<file path="src/rtl/can_fault_conf.sv">
module can_fault_conf #(
  parameter int REC_W       = 8,
  parameter int TEC_W       = 9,
  parameter int ERR_STEP    = 8,
  parameter int PASSIVE_LIM = 128,
  parameter int BUSOFF_LIM  = 256
) (
  input  logic             clk,
  input  logic             rst_n,
  input  logic             rx_err,
  input  logic             rx_err_dom,
  input  logic             rx_ok,
  input  logic             tx_err,
  input  logic             tx_ok,
  input  logic             force_ret,
  input  logic             listen_only,
  input  logic [2:0]       drv_req,
  output logic [REC_W-1:0] rec,
  output logic [TEC_W-1:0] tec,
  output logic [1:0]       err_state,
  output logic             bus_off,
  output logic [2:0]       drv_en
);
  localparam logic [REC_W:0]   REC_STEP = (REC_W+1)'(ERR_STEP);
  localparam logic [TEC_W:0]   TEC_STEP = (TEC_W+1)'(ERR_STEP);
  localparam logic [REC_W-1:0] REC_PAS  = REC_W'(PASSIVE_LIM);
  localparam logic [TEC_W-1:0] TEC_PAS  = TEC_W'(PASSIVE_LIM);
  localparam logic [TEC_W-1:0] TEC_BO   = TEC_W'(BUSOFF_LIM);

  logic [REC_W-1:0] rec_q, rec_nxt;
  logic [TEC_W-1:0] tec_q, tec_nxt;
  logic             bo_q, passive;
  logic [REC_W:0]   rec_sum;
  logic [TEC_W:0]   tec_sum;

  assign rec_sum = {1'b0, rec_q} + (rx_err_dom ? REC_STEP : (REC_W+1)'(1));
  assign tec_sum = {1'b0, tec_q} + TEC_STEP;

  always_comb begin
    if (rx_err_dom || rx_err)
      rec_nxt = rec_sum[REC_W] ? '1 : rec_sum[REC_W-1:0];
    else if (rx_ok && rec_q != '0)
      rec_nxt = rec_q - 1'b1;
    else
      rec_nxt = rec_q;

    if (tx_err)
      tec_nxt = tec_sum[TEC_W] ? '1 : tec_sum[TEC_W-1:0];
    else if (tx_ok && tec_q != '0)
      tec_nxt = tec_q - 1'b1;
    else
      tec_nxt = tec_q;
  end

  always_ff @(posedge clk) begin
    if (!rst_n) begin
      rec_q <= '0;
      tec_q <= '0;
      bo_q  <= 1'b0;
    end else if (bo_q) begin
      if (force_ret) begin
        rec_q <= '0;
        tec_q <= '0;
        bo_q  <= 1'b0;
      end
    end else begin
      rec_q <= rec_nxt;
      tec_q <= tec_nxt;
      bo_q  <= (tec_nxt >= TEC_BO);
    end
  end

  assign passive   = (rec_q >= REC_PAS) || (tec_q >= TEC_PAS);
  assign rec       = rec_q;
  assign tec       = tec_q;
  assign bus_off   = bo_q;
  assign err_state = bo_q ? 2'd2 : (passive ? 2'd1 : 2'd0);
  assign drv_en    = (listen_only || bo_q) ? 3'b000
                   : {drv_req[2], drv_req[1] & ~passive, drv_req[0]};

  AST_STATE_LEGAL: assert property (@(posedge clk) disable iff (!rst_n) err_state != 2'd3);
  AST_REC_NO_WRAP: assert property (@(posedge clk) disable iff (!rst_n)
    (rec == '1 && !rx_ok && !bus_off) |=> rec == '1);
  AST_BUSOFF_ENTRY: assert property (@(posedge clk) disable iff (!rst_n)
    $rose(bus_off) |-> tec >= TEC_BO);
  AST_BUSOFF_FROZEN: assert property (@(posedge clk) disable iff (!rst_n)
    (bus_off && !force_ret) |=> ($stable(rec) && $stable(tec) && bus_off));
  AST_FORCE_CLEARS: assert property (@(posedge clk) disable iff (!rst_n)
    (bus_off && force_ret) |=> (rec == '0 && tec == '0 && !bus_off && err_state == 2'd0));
  AST_FORCE_IDLE: assert property (@(posedge clk) disable iff (!rst_n)
    (!bus_off && force_ret && !rx_err && !rx_err_dom && !rx_ok && !tx_err && !tx_ok)
    |=> ($stable(rec) && $stable(tec)));
  AST_LISTEN_QUIET: assert property (@(posedge clk) disable iff (!rst_n)
    listen_only |-> drv_en == 3'b000);
  AST_BUSOFF_QUIET: assert property (@(posedge clk) disable iff (!rst_n)
    bus_off |-> drv_en == 3'b000);
endmodule

</file>
<file path="config.mk">
export PLATFORM = sky130hd
export DESIGN_NAME = can_fault_conf
export DESIGN_NICKNAME = d
export VERILOG_FILES = /design/src/rtl/can_fault_conf.sv
export SDC_FILE = /design/constraint.sdc
export NUM_CORES = 1
export LEC_CHECK = 0
export BUFFER_PORTS_ARGS = -buffer_cell sky130_fd_sc_hd__buf_2
export CAP_MARGIN = 40
export CORE_ASPECT_RATIO = 1.5
export CORE_MARGIN = 2
export CORE_UTILIZATION = 35
export DETAILED_ROUTE_END_ITERATION = 8
export HOLD_SLACK_MARGIN = 0.15
export PLACE_DENSITY = 0.67
export REMOVE_ABC_BUFFERS = 1
export SYNTH_ARGS = -nofsm -noshare
export SYNTH_HDL_FRONTEND = slang
export SYNTH_SLANG_ARGS = --single-unit
</file>
<file path="constraint.sdc">
create_clock -name clk -period 2.6 [get_ports clk]
set_input_delay 0.39 -clock clk [delete_from_list [all_inputs] [get_ports clk]]
set_output_delay 0.39 -clock clk [all_outputs]
set_load 0.01 [all_outputs]
</file>
-- Word level (Yosys, flattened, before mapping)
Cells that the tools add are included.
- memory bits (writable): 0
- ROM bits: 0
- bits in latches: 0
- word-level logic and storage cells: 38
- input bits: 12
- memories kept: 0
- output and inout bits: 23
- flip-flop bits (word level): 18
- multiplexer cells: 16
- shifts and indexed selects: 0
- equality and inequality tests: 1
- add/sub/neg operators: 4
- reductions and logical operators: 9
- $lt $le $gt $ge: 3
- bitwise logic cells: 2
- multipliers: 0
- div/mod/pow operators: 0
- operators with widths (kind ; number):
    9-bit 2-to-1 mux ; 5
    8-bit 2-to-1 mux ; 5
    9-bit by 4-bit adder with 10-bit output, second input constant ; 1
    8-bit by 4-bit adder with 9-bit output ; 1
    9-bit by 8-bit greater-or-equal comparator with 1-bit output, second input constant ; 1
    9-bit greater-or-equal comparator, second input constant ; 1
    9-bit nonzero test ; 1
    9-bit by 1-bit subtractor with 9-bit output, second input constant ; 1
    8-bit greater-or-equal comparator, second input constant ; 1
    8-bit nonzero test ; 1
    8-bit by 1-bit subtractor with 8-bit output, second input constant ; 1
    4-bit 2-to-1 mux ; 1
    1-bit logical OR ; 3
    1-bit 2-to-1 mux ; 3
    3-bit 2-to-1 mux ; 1
    3-bit nonzero test ; 1
    1-bit logical AND ; 2
    2-bit 2-to-1 mux ; 1
    2-bit != test, second input constant ; 1
    2-bit AND reduction ; 1
    1-bit AND ; 1
    1-bit NOT ; 1

-- Logic depth before layout (Yosys ltp)
Gate-level depths: netlist of the first run.
- word-level depth: 6
- depth in mapped cells: 8

-- Worst setup path before layout of the first run
Ideal clock, no wire load.
- kind: reg2reg
- start: reg rec_q[5] (netlist: rec[5])
- end: reg rec_q[6] (netlist: rec[6])
- required time: 2483 ps
- stages on the path, launching flop included: 7
- clock period less this slack: 1946 ps
- path buffers: 1
- path slack: 654 ps
- arrival: 1829 ps
- cell sequence: dfxtp_1 > buf_6 > or4_4 > o41ai_4 > a21oi_2 > a21boi_0 > o22a_1
- cells in the longest elaborated chain, start to end: 4
- elaborated cells between the ends (all ways): 10
- classes of those cells: add/sub: 2; mux: 4; reduce/logical: 4
- RTL lines (what ; RTL line ; text):
    start, declared ; 30 ; logic [REC_W-1:0] rec_q, rec_nxt;
    start signal, assigned ; 67 ; rec_q <= rec_nxt;
    8-bit by 1-bit subtractor with 8-bit output, or another cell as far along ; 43 ; rec_nxt = rec_q - 1'b1;
    8-bit 2-to-1 mux, or another cell as far along ; 42 ; else if (rx_ok && rec_q != '0)
    8-bit 2-to-1 mux or 3-bit nonzero test (tied branches) ; -- ;
    8-bit 2-to-1 mux or 2-bit AND reduction (tied branches) ; -- ;
Parallel ways exist; a longest one is shown, timed or not. The select of a mux whose other input is x is not followed.
A chain may end at the register's enable or synchronous reset.

-- Worst setup path after layout of the first run
- start: reg rec_q[0] (netlist: rec[0])
- end: reg rec_q[2] (netlist: rec[2])
Same word-level chain as after synthesis.

==> qor.yml, run 1 <==
power_w: 0.001265
gp_congestion: 0.8857
fmax_ghz: 0.4645
setup_viol: 0
cp_data_arrival_time_ns: 2.30
p_clk_frac: 0.155
drtIter0Drc: 79
fillers: 450
cts.sinks: 18
cp-start-kind: "register"
dp_cells: 271
cts_buffers: 3
rsz0062_at_grt: "no"
syn_inst: 198
seq_power_share: 0.363
hold_viol_final: 0
dr.pass1.iters: 4
start_util: 0.3622
tritoncts: "done"
rows: 29
num_io_pins: 35
setup_tns_ns: 0
dieWidth_um: 57.66
placed_cell_area_sq_um: 1717
cts_setup_buffers: 0
path_clk_slew_ns: 0.07
drive_above_1_share: 0.2412
p_leak_nw: 0.7776
synth_top_family_by_area: "compound AO/OA/AOI/OAI gates"
max-slew-margin-rel: 0.6760
vias: 1600
holdPathStages: 3
clock_latency_ns: 0.25
cts_root_buffer: "clkbuf_8"
wl_per_cell_um: 14.66
clockBufferDepth: 2
syn_to_final_growth_pct: 16.31
p_int_w: 0.0007184
synth_cell_type_count: 53
finalClockSkew_ns: 0.002658
fp.dieArea_sq_um: 4871
power.switching_w: 0.0005463
synth_edf_count: 0
synth_area_leaders: "dfxtp_1 (24%), ha_1 (8.3%), o21ai_0 (7.3%)"
drt-total-wl_um: 4018
grt_max_degree: 14
finalMaxSlewViolations: 0
synth_top_area_cell: "dfxtp_1"
ctsHoldBuffers: 0
synth_compound_area_frac: 0.3154
gr-total-overflow: 0
hold_path.class: "in2reg"
synth-xor-area-share: 0.02897
n_antenna_cell: 0
syn_area_per_cell_sq_um: 7.634
grt_pass1_vias: 1527
holdWs_ns: 0.4084
stdcell_area_sq_um: 1758
peakVddDrop_mv: 0.4490
synth_top_area_frac: 0.2384
die_y_um: 84.49
maxCapViolations: 0
status: "finished clean"
p_comb_frac: 0.482
cp_data_required_time_ns: 2.75
grt_pass1_wl_um: 6782
fin_cells: 274
end_kind: "register"
ctsResizeCount: 0
powerDensity_nw_per_um2: 719.5
seq_area_frac_synth: 0.2384
grt_antenna_before_repair: 0
synth.area.mux_share: 0.006623
port_buffers: 34
grt_usage: 0.1728
p_sw_frac: 0.4319
antenna_left: 0
nNetsFinal: 252
ctsHtreeMaxLevel: 1
synthAdderAreaFrac: 0.08278
syn_area_sq_um: 1511
finalCritPeriodShare: 0.8281
synth-seq-cells: 18
drc: 0
crit_fanout: 8
async_reset_ff_frac: 0
core-area_sq_um: 4173
timing_worst_setup_path_type: "reg2reg"
synthSimpleGateAreaFrac: 0.2608
synth_flop_cell: "dfxtp_1"
finalCriticalPeriod_ns: 2.153
tightest_slew_ns: 0.4850
r2r_cells: 7
post-dp-hpwl_um: 3097
ys.warnings.count: 0
via_per_inst: 5.839
power by group through the flow:
stage	Sequential (W)	Clock (W)	Combinational, W
2_1_floorplan	0.000468	0	0.000403
3_3_place_gp	0.000462	0	0.000603
3_5_place_dp	0.000463	0	0.000606
4_1_cts	0.000457	0.000204	0.000610
5_1_grt	0.000473	0.000221	0.000685
6_report	0.000459	0.000196	0.000609
metrics by stage:
stage | setup slack [ns] | utilization
final | 0.4470 | 0.4213
after global routing | 0.2423 | 0.4213
after CTS | 0.4839 | 0.4213
after detailed placement | 0.3407 | 0.4114
after global placement | 0.3689 | 0.4114
after floorplan | 0.6341 | -
layer usage:
metal,share of wire,wire [um],track usage,vias to the layer above
li1,-,-,-,797
met1,0.41,1653,0.1962,752
met2,0.53,2111,0.3058,44
met3,0.047,187,0.02773,7
met4,0.016,66,0.08034,0
met5,0,0,0,-
synth_stat cells, drive strengths merged, types with 2 or more instances:
library cell  count
nor2             12
or2               2
a31o              2
and2              3
nand3             9
buf               2
o2bb2ai           4
a21boi            3
a22o              4
o22ai             2
or4               4
nor3              5
a31oi             2
ha               10
xnor2             4
a21oi            11
and3              2
nand2            17
inv              13
nor4              4
nand4             5
a32o              2
o21ai            22
dfxtp            18
nor3b             2
clkbuf            9
nand2b            3
worst max-delay path: stages, from the launching register on:
cell and delay (ns):
dfxtp_1 0.39, ha_1 0.25, ha_1 0.25, a31oi_1 0.42, o21ai_0 0.26, o22ai_1 0.17
o21ai_0 0.11, a32o_1 0.20
cells in the final DEF (no fill, tap or decap), drive strengths merged, types with 2 or more instances in the layout:
| cell | count |
|---|---|
| nor3 | 5 |
| xnor2 | 4 |
| or4 | 4 |
| o2bb2ai | 4 |
| clkbuf | 3 |
| o22ai | 2 |
| a32o | 2 |
| and2 | 3 |
| nand3 | 9 |
| a22o | 4 |
| a21oi | 11 |
| a31o | 2 |
| nand2b | 3 |
| buf | 38 |
| o21ai | 22 |
| nand2 | 17 |
| and3 | 2 |
| a21boi | 3 |
| ha | 10 |
| or2 | 2 |
| nand4 | 5 |
| nor2 | 12 |
| nor4 | 4 |
| inv | 13 |
| a31oi | 2 |
| nor3b | 2 |
| dfxtp | 18 |
state kept, by name, indices dropped and copies added (netlist names):
register,cells
tec,9
bus_off,1
rec,8
final timing paths:
kind         startpoint      to  slack (ns)
max              rec[0]  rec[2]        0.45
min reg2reg      tec[0]  tec[0]        0.53
min               rst_n  tec[8]        0.41
max reg2reg      rec[0]  rec[2]        0.45
cells by family after synthesis:
kind of cell / after synthesis
AO/OA/AOI/OAI: 66
XOR/XNOR: 5
adder cells (fa/ha/maj): 10
buffers and inverters: 24
flip-flops: 18
multiplexers: 1
AND/OR/NAND/NOR: 74
layout make-up:
| type | count | area (sq um) | area share |
|---|---|---|---|
| multi-input cells | 156 | 1050 | 0.5972 |
| repair buffers | 38 | 200.2 | 0.1139 |
| well taps | 46 | 57.56 | 0.03274 |
| inverters | 13 | 48.80 | 0.02776 |
| flip-flops and latches | 18 | 360.3 | 0.2050 |
| clock buffers | 3 | 41.29 | 0.02349 |
(Power assumes the default switching activity.)
==> inputs of run 2 (changes only) <==
--- a/config.mk
+++ b/config.mk
@@ -5,6 +5,7 @@
 export SDC_FILE = /design/constraint.sdc
 export NUM_CORES = 1
 export LEC_CHECK = 0
+export ABC_AREA = 1
 export BUFFER_PORTS_ARGS = -buffer_cell sky130_fd_sc_hd__buf_2
 export CAP_MARGIN = 40
 export CORE_ASPECT_RATIO = 1.5
@@ -12,7 +13,7 @@
 export CORE_UTILIZATION = 35
 export DETAILED_ROUTE_END_ITERATION = 8
 export HOLD_SLACK_MARGIN = 0.15
-export PLACE_DENSITY = 0.67
+export PLACE_DENSITY = 0.66
 export REMOVE_ABC_BUFFERS = 1
 export SYNTH_ARGS = -nofsm -noshare
 export SYNTH_HDL_FRONTEND = slang
==> constraint.sdc (replaced) <==
create_clock -name clk -period 2.2 [get_ports clk]
set_input_delay 0.33 -clock clk [delete_from_list [all_inputs] [get_ports clk]]
set_output_delay 0.33 -clock clk [all_outputs]
set_load 0.01 [all_outputs]
==> run 2 against run 1 <==
Compared with the run above: sequential cell count did not move; critical path depth did not move; sequential share of layout area fell by 1.6 points; final cell count rose by 29%; synthesized cell count rose by 31%; power rose by 13%; critical path type unchanged; critical endpoint is now rec[1]; largest cell class unchanged; highest routed layer unchanged.
==> qor.yml, run 2 <==
path_clk_slew_ns: 0.07  # about the same
seq_power_share: 0.335  # -0.028
p_clk_frac: 0.195  # +0.040
num_io_pins: 35  # unchanged
fillers: 512  # +14%
syn_area_sq_um: 1663  # +10%
ctsResizeCount: 0  # unchanged
clock_latency_ns: 0.26  # about the same
layout_commonest_cell: "nand2_1"
port_buffers: 34  # unchanged
grt_usage: 0.1709  # -0.001926
worstPathCellList: "ha_1, nand2_1, o21bai_4, a21oi_2, nand2_1, a21oi_1, nor3_1"
start_util: 0.3661  # +0.003897
post-dp-hpwl_um: 3308  # +6.8%
drt-total-wl_um: 4209  # +4.8%
cts_setup_buffers: 0  # unchanged
p_comb_frac: 0.470  # -0.012
drc: 0  # unchanged
p_leak_nw: 0.9320  # +20%
largest_reg_flops: 9  # unchanged
cp_data_arrival_time_ns: 1.88  # -0.42 ns
syn_inst: 260  # +31%
gr-total-overflow: 0  # unchanged
hold_viol_final: 0  # unchanged
status: "finished clean"
grt_max_degree: 17  # +3
synth_top_area_frac: 0.2167  # -0.02171
setup_viol: 0  # unchanged
via_per_inst: 4.887  # -16%
synth_flop_cell: "dfxtp_1"
hold_path.class: "in2reg"
max-slew-margin-rel: 0.6304  # -0.04555
die_y_um: 88.42  # +4.7%
grt_pass1_wl_um: 7134  # +5.2%
syn_area_per_cell_sq_um: 6.396  # -16%
nNetsFinal: 312  # +24%
cts_buffers: 3  # unchanged
power.switching_w: 0.0006263  # +15%
powerDensity_nw_per_um2: 749.7  # +4.2%
ys.warnings.count: 0  # unchanged
slowest_stage: "dfxtp_1"
dieWidth_um: 60.28  # +4.6%
seq_area_frac_synth: 0.2167  # -0.02171
tightest_slew_ns: 0.5538  # +0.06877 ns
cp-start-kind: "register"
finalCriticalPeriod_ns: 1.755  # -0.3981 ns
finalClockSkew_ns: 0.004802  # +0.002144 ns
maxCapViolations: 0  # unchanged
netlist_top_cells_count: "nand2_1 (58), nand3_1 (32), inv_1 (28), a21oi_1 (22), nor2_1 (21)"
clockBufferDepth: 2  # unchanged
rsz0062_at_grt: "no"
peakVddDrop_mv: 0.3915  # -13%
fmax_ghz: 0.5698  # +23%
synth_area_leaders: "dfxtp_1 (22%), nand2_1 (13%), nand3_1 (9.6%)"
gp_congestion: 0.8525  # -3.7%
crit_top_cell: "nand2_1"
timing_worst_setup_path_type: "reg2reg"
rows: 30  # +3.4%
tritoncts: "done"
antenna_left: 0  # unchanged
crit_fanout: 8  # unchanged
cts_root_buffer: "clkbuf_8"
grt_antenna_before_repair: 0  # unchanged
finalCritPeriodShare: 0.7977  # -0.03039
synthMostInstantiatedCell: "nand2_1"
ctsHtreeMaxLevel: 1  # unchanged
synth_cell_type_count: 32  # -40%
p_sw_frac: 0.4381  # +0.006150
grt_pass1_vias: 1641  # +7.5%
finalMaxSlewViolations: 0  # unchanged
async_reset_ff_frac: 0  # unchanged
p_int_w: 0.0008033  # +12%
setup_tns_ns: 0  # unchanged
dr.pass1.iters: 4  # unchanged
syn_to_final_growth_pct: 14.67
cts.sinks: 18  # unchanged
n_antenna_cell: 0  # unchanged
synth_edf_count: 0  # unchanged
wl_per_cell_um: 11.92  # -19%
ctsHoldBuffers: 0  # unchanged
core-area_sq_um: 4542  # +8.8%
end_kind: "register"
path_buf_inv: 0  # unchanged
final_cell_mix: "nand2_1 (58), buf_2 (34), nand3_1 (32), inv_1 (28), a21oi_1 (22)"
drtIter0Drc: 61  # -23%
cp_data_required_time_ns: 2.33  # -0.42 ns
fp.dieArea_sq_um: 5330  # +9.4%
setup_slack_ns: 0.4451  # -0.001901 ns
place_ws_ns: 0.3416  # +0.0009020 ns
cp_slowest_stage_delay_ns: 0.48  # +0.06 ns
synth_top_area_cell: "dfxtp_1"
synth-seq-cells: 18  # unchanged
vias: 1725  # +7.8%
cp_top_family: "compound AO/OA/AOI/OAI gates"
drive_above_1_share: 0.2388  # -0.002474
-- run 2: cell types whose count changed after synthesis, moves of 6 or more --
cell	previous run	this run
a21oi_1	10	22
nand3_2	0	6
inv_1	13	28
nand2_2	0	6
nand3_1	9	32
clkbuf_1	9	1
o21ai_0	22	6
nor2_1	12	21
nand2_1	17	58
-- run 2: kinds of logic (layout without fill, tap and decap cells) --
kind of cell | Yosys count | in the layout | synth area share
buffers and inverters | 44 | 73 | 0.1219
xor gates and xnor gates | 7 | 7 | 0.03687
AOI/OAI and AO/OA | 41 | 41 | 0.1482
DFF | 18 | 18 | 0.2167
adders and majority gates | 10 | 10 | 0.07524
and+or+nand+nor | 140 | 140 | 0.4011
-- run 2: path summary, 6_finish.rpt --
path              startpoint     end  slack [ns]  cells after the start
hold reg to reg       tec[1]  tec[1]        0.54                      2
setup reg to reg      rec[3]  rec[1]        0.45                      7
hold / removal         rst_n  tec[0]        0.31                      3
setup / recovery      rec[3]  rec[1]        0.45                      7
-- run 2: worst reg2reg max path: cells and delay by family (launching register included) --
kind                       cells  cell delay (ns)
DFF                            1             0.48
AOI/OAI and AO/OA              3             0.56
and+or+nand+nor                3             0.27
adders and majority gates      1             0.32
-- run 2: layout make-up --
cell class / instances / area [sq um] / share of cell area
repair buffers: 36 / 185.2 / 0.09711
inverters: 33 / 126.4 / 0.06627
flip-flops and latches: 18 / 360.3 / 0.1890
clock buffers: 4 / 55.05 / 0.02887
multi-input cells: 198 / 1100 / 0.5768
well taps: 64 / 80.08 / 0.04199
-- run 2: metrics by stage --
stage	total power (W)	cells	utilization	hold slack [ns]	instance area [sq um]
finish	0.001430	353	0.4198	0.3098	1907
global placement	0.001151	349	0.4077	0.5222	1852
floorplan	0.0009639	249	-	0.4507	1587
CTS	0.001441	353	0.4198	0.3063	1907
global route	0.001560	353	0.4198	0.3235	1907
detailed placement	0.001160	349	0.4077	0.5306	1852
-- run 2: power groups by stage --
stage	Sequential [W]	Combinational (W)	Clock, W
6_report	0.000479	0.000672	0.000279
3_5_place_dp	0.000484	0.000676	0
4_1_cts	0.000477	0.000679	0.000286
2_1_floorplan	0.000485	0.000479	0
5_1_grt	0.000492	0.000766	0.000301
3_3_place_gp	0.000486	0.000665	0
-- run 2: routing by layer --
layer / track usage / up-vias / share of wire
li1: - / 909 / -
met1: 0.1957 / 771 / 0.41
met2: 0.3123 / 39 / 0.54
met3: 0.01316 / 6 / 0.030
met4: 0.07677 / 0 / 0.018
met5: 0 / - / 0
==> inputs of run 3 (changes only) <==
--- a/config.mk
+++ b/config.mk
@@ -13,7 +13,7 @@
 export CORE_UTILIZATION = 35
 export DETAILED_ROUTE_END_ITERATION = 8
 export HOLD_SLACK_MARGIN = 0.15
-export PLACE_DENSITY = 0.66
+export PLACE_DENSITY = 0.68
 export REMOVE_ABC_BUFFERS = 1
 export SYNTH_ARGS = -nofsm -noshare
 export SYNTH_HDL_FRONTEND = slang
==> constraint.sdc (replaced) <==
create_clock -name clk -period 1.49 [get_ports clk]
set_input_delay 0.2235 -clock clk [delete_from_list [all_inputs] [get_ports clk]]
set_output_delay 0.2235 -clock clk [all_outputs]
set_load 0.01 [all_outputs]
==> run 3 against run 2 <==
Compared with the run above: the flow now finishes with violations (negative setup slack); non-clock buffer count increased by 42; final area increased by 31%; critical path depth is 2 higher; setup slack worse by 0.45 ns; clock skew grew 0.00093 ns; combinational power increased by 130%; die area did not move; clock power is 43% higher; via count is 13% higher; register-to-register slack lost 0.45 ns; global-route usage is 1.5 points higher; critical endpoint is now rec[3].
==> qor.yml, run 3 (synthesis results as in run 2) <==
status: "complete, but fails checks"
violations: "negative setup slack"
cp-start-kind: "register"
grt_max_degree: 17  # unchanged
r2r_cells: 9  # +2
power_w: 0.002638  # +85%
end_kind: "register"
grt_usage: 0.1854  # +0.01457
ctsHoldBuffers: 0  # unchanged
crit_fanout: 2  # -6
gp_congestion: 0.9603  # +13%
holdPathStages: 3  # unchanged
finalCritPeriodShare: 1.004  # +0.2063
final_cell_mix: "nand2_1 (51), buf_4 (41), buf_2 (34), nand3_1 (30), inv_1 (24)"
p_comb_frac: 0.589  # +0.119
nNetsFinal: 354  # +13%
fmax_ghz: 0.6685  # +17%
peakVddDrop_mv: 0.6251  # +60%
setup_viol: 1  # +1
maxCapViolations: 0  # unchanged
drc: 0  # unchanged
powerDensity_nw_per_um2: 1053  # +40%
p_leak_nw: 1.180  # +27%
timing_worst_setup_path_type: "reg2reg"
setup_slack_ns: -0.005950  # -0.4510 ns
seqCellArea_sq_um: 382.9  # +6.2%
clock_latency_ns: 0.25  # about the same
rsz0062_at_grt: "yes"
gr-total-overflow: 0  # unchanged
crit_start: "rec[3]"
syn_to_final_growth_pct: 50.64
hold_path.class: "in2reg"
grt_pass1_wl_um: 7707  # +8.0%
cp_data_arrival_time_ns: 1.68  # -0.20 ns
port_buffers: 34  # unchanged
dp_cells: 384  # +10%
cp_top_family: "buffers and inverters"
drive_above_1_share: 0.4773  # +0.2386
hold-path-endpoint: "tec[0]"
ctsHtreeMaxLevel: 1  # unchanged
p_int_w: 0.001523  # +90%
start_util: 0.3661  # unchanged
fin_cells: 395  # +12%
slowest_stage: "dfxtp_2"
cts.sinks: 18  # unchanged
post-dp-hpwl_um: 3604  # +8.9%
fillers: 427  # -17%
p_clk_frac: 0.151  # -0.044
r2r_setup_slack_ns: -0.006  # -0.45 ns
clockBufferDepth: 2  # unchanged
n_antenna_cell: 0  # unchanged
worstPathCellList: "ha_4, buf_6, inv_4, nor2_4, buf_4, buf_4, o21ai_2, nand3_2, a21oi_2"
max-slew-margin-rel: 0.8196  # +0.1891
drtIter0Drc: 76  # +25%
dieWidth_um: 60.28  # unchanged
finalMaxSlewViolations: 0  # unchanged
num_io_pins: 35  # unchanged
largest_reg_flops: 9  # unchanged
fp.dieArea_sq_um: 5330  # unchanged
layout_commonest_cell: "nand2_1"
r2r_start: "rec[3]"
multi_input_area_sq_um: 1328  # +21%
grt_pass1_vias: 1765  # +7.6%
p_sw_frac: 0.4225  # -0.01562
power.switching_w: 0.001114  # +78%
setup_tns_ns: -0.005950  # -0.005950 ns
rows: 30  # unchanged
crit_cells: 9  # +2
path_buf_inv: 4  # +4
crit_top_cell: "buf_4"
cts_buffers: 3  # unchanged
die_y_um: 88.42  # unchanged
cts_root_buffer: "clkbuf_8"
tightest_slew_ns: 0.2697  # -0.2841 ns
hp-start: "rst_n"
seq_power_share: 0.260  # -0.075
hold_viol_final: 0  # unchanged
tritoncts: "done"
cp_data_required_time_ns: 1.67  # -0.66 ns
path_clk_slew_ns: 0.07  # about the same
via_per_inst: 4.919  # +0.66%
drt-total-wl_um: 4992  # +19%
worstReg2RegEnd: "rec[3]"
dr.pass1.iters: 4  # unchanged
finalCriticalPeriod_ns: 1.496  # -0.2590 ns
finalClockSkew_ns: 0.005731  # +0.0009292 ns
vias: 1943  # +13%
grt_antenna_before_repair: 0  # unchanged
antenna_left: 0  # unchanged
core-area_sq_um: 4542  # unchanged
cp_slowest_stage_delay_ns: 0.34  # -0.14 ns
wl_per_cell_um: 12.64  # +6.0%
run 3: cell count changes in the layout (fill, tap and decap cells not counted), sizes merged:
cell and delta:
buf +42
run 3: what timing repair did:
action                     4_1_cts  5_1_grt
setup buffers                    0        7
pin swaps                        4       22
gates resized for setup         15       59
setup endpoints to repair       14       19
run 3: worst max path at each step:
stage / slack, ns / to
after CTS: -0.01 / rec[3]
after floorplan: -0.06 / rec[0]
after global routing: -0.07 / rec[3]
after detailed placement: -0.12 / rec[0]
after global placement: -0.07 / rec[0]
final: -0.006 / rec[3]
run 3: tightest hold or removal path, stage by stage:
cell,delay (ns)
buf_2,0.11
nand2_1,0.06
nor2_1,0.03
run 3: power groups by stage:
stage,clock [W],combinational [W],sequential (W)
6_report,0.000400,0.00155,0.000685
5_1_grt,0.000431,0.00172,0.000699
4_1_cts,0.000408,0.00131,0.000653
3_5_place_dp,0,0.00126,0.000654
3_3_place_gp,0,0.00125,0.000655
2_1_floorplan,0,0.000708,0.000716
run 3: through the flow:
stage	utilization	area (sq um)	worst slack (ns)	hold slack, ns
CTS	0.4928	2238	-0.01139	0.2059
finish	0.5515	2505	-0.005950	0.2011
floorplan	-	1587	-0.06495	0.3442
global route	0.5515	2505	-0.07343	0.2146
detailed placement	0.4683	2127	-0.1168	0.4765
global placement	0.4683	2127	-0.06547	0.4803
run 3: per-layer routing:
| metal | global-route usage | share of wire |
|---|---|---|
| met5 | 0 | 0 |
| met4 | 0.05859 | 0.020 |
| met3 | 0.01901 | 0.027 |
| met2 | 0.3399 | 0.58 |
| met1 | 0.2195 | 0.38 |
run 3: final cells by class:
cell class / count / area share
Inverter: 33 / 0.05544
Tap cell: 64 / 0.03197
Multi-Input combinational cell: 198 / 0.5300
Timing Repair Buffer: 78 / 0.2078
Clock buffer: 4 / 0.02198
Sequential cell: 18 / 0.1528
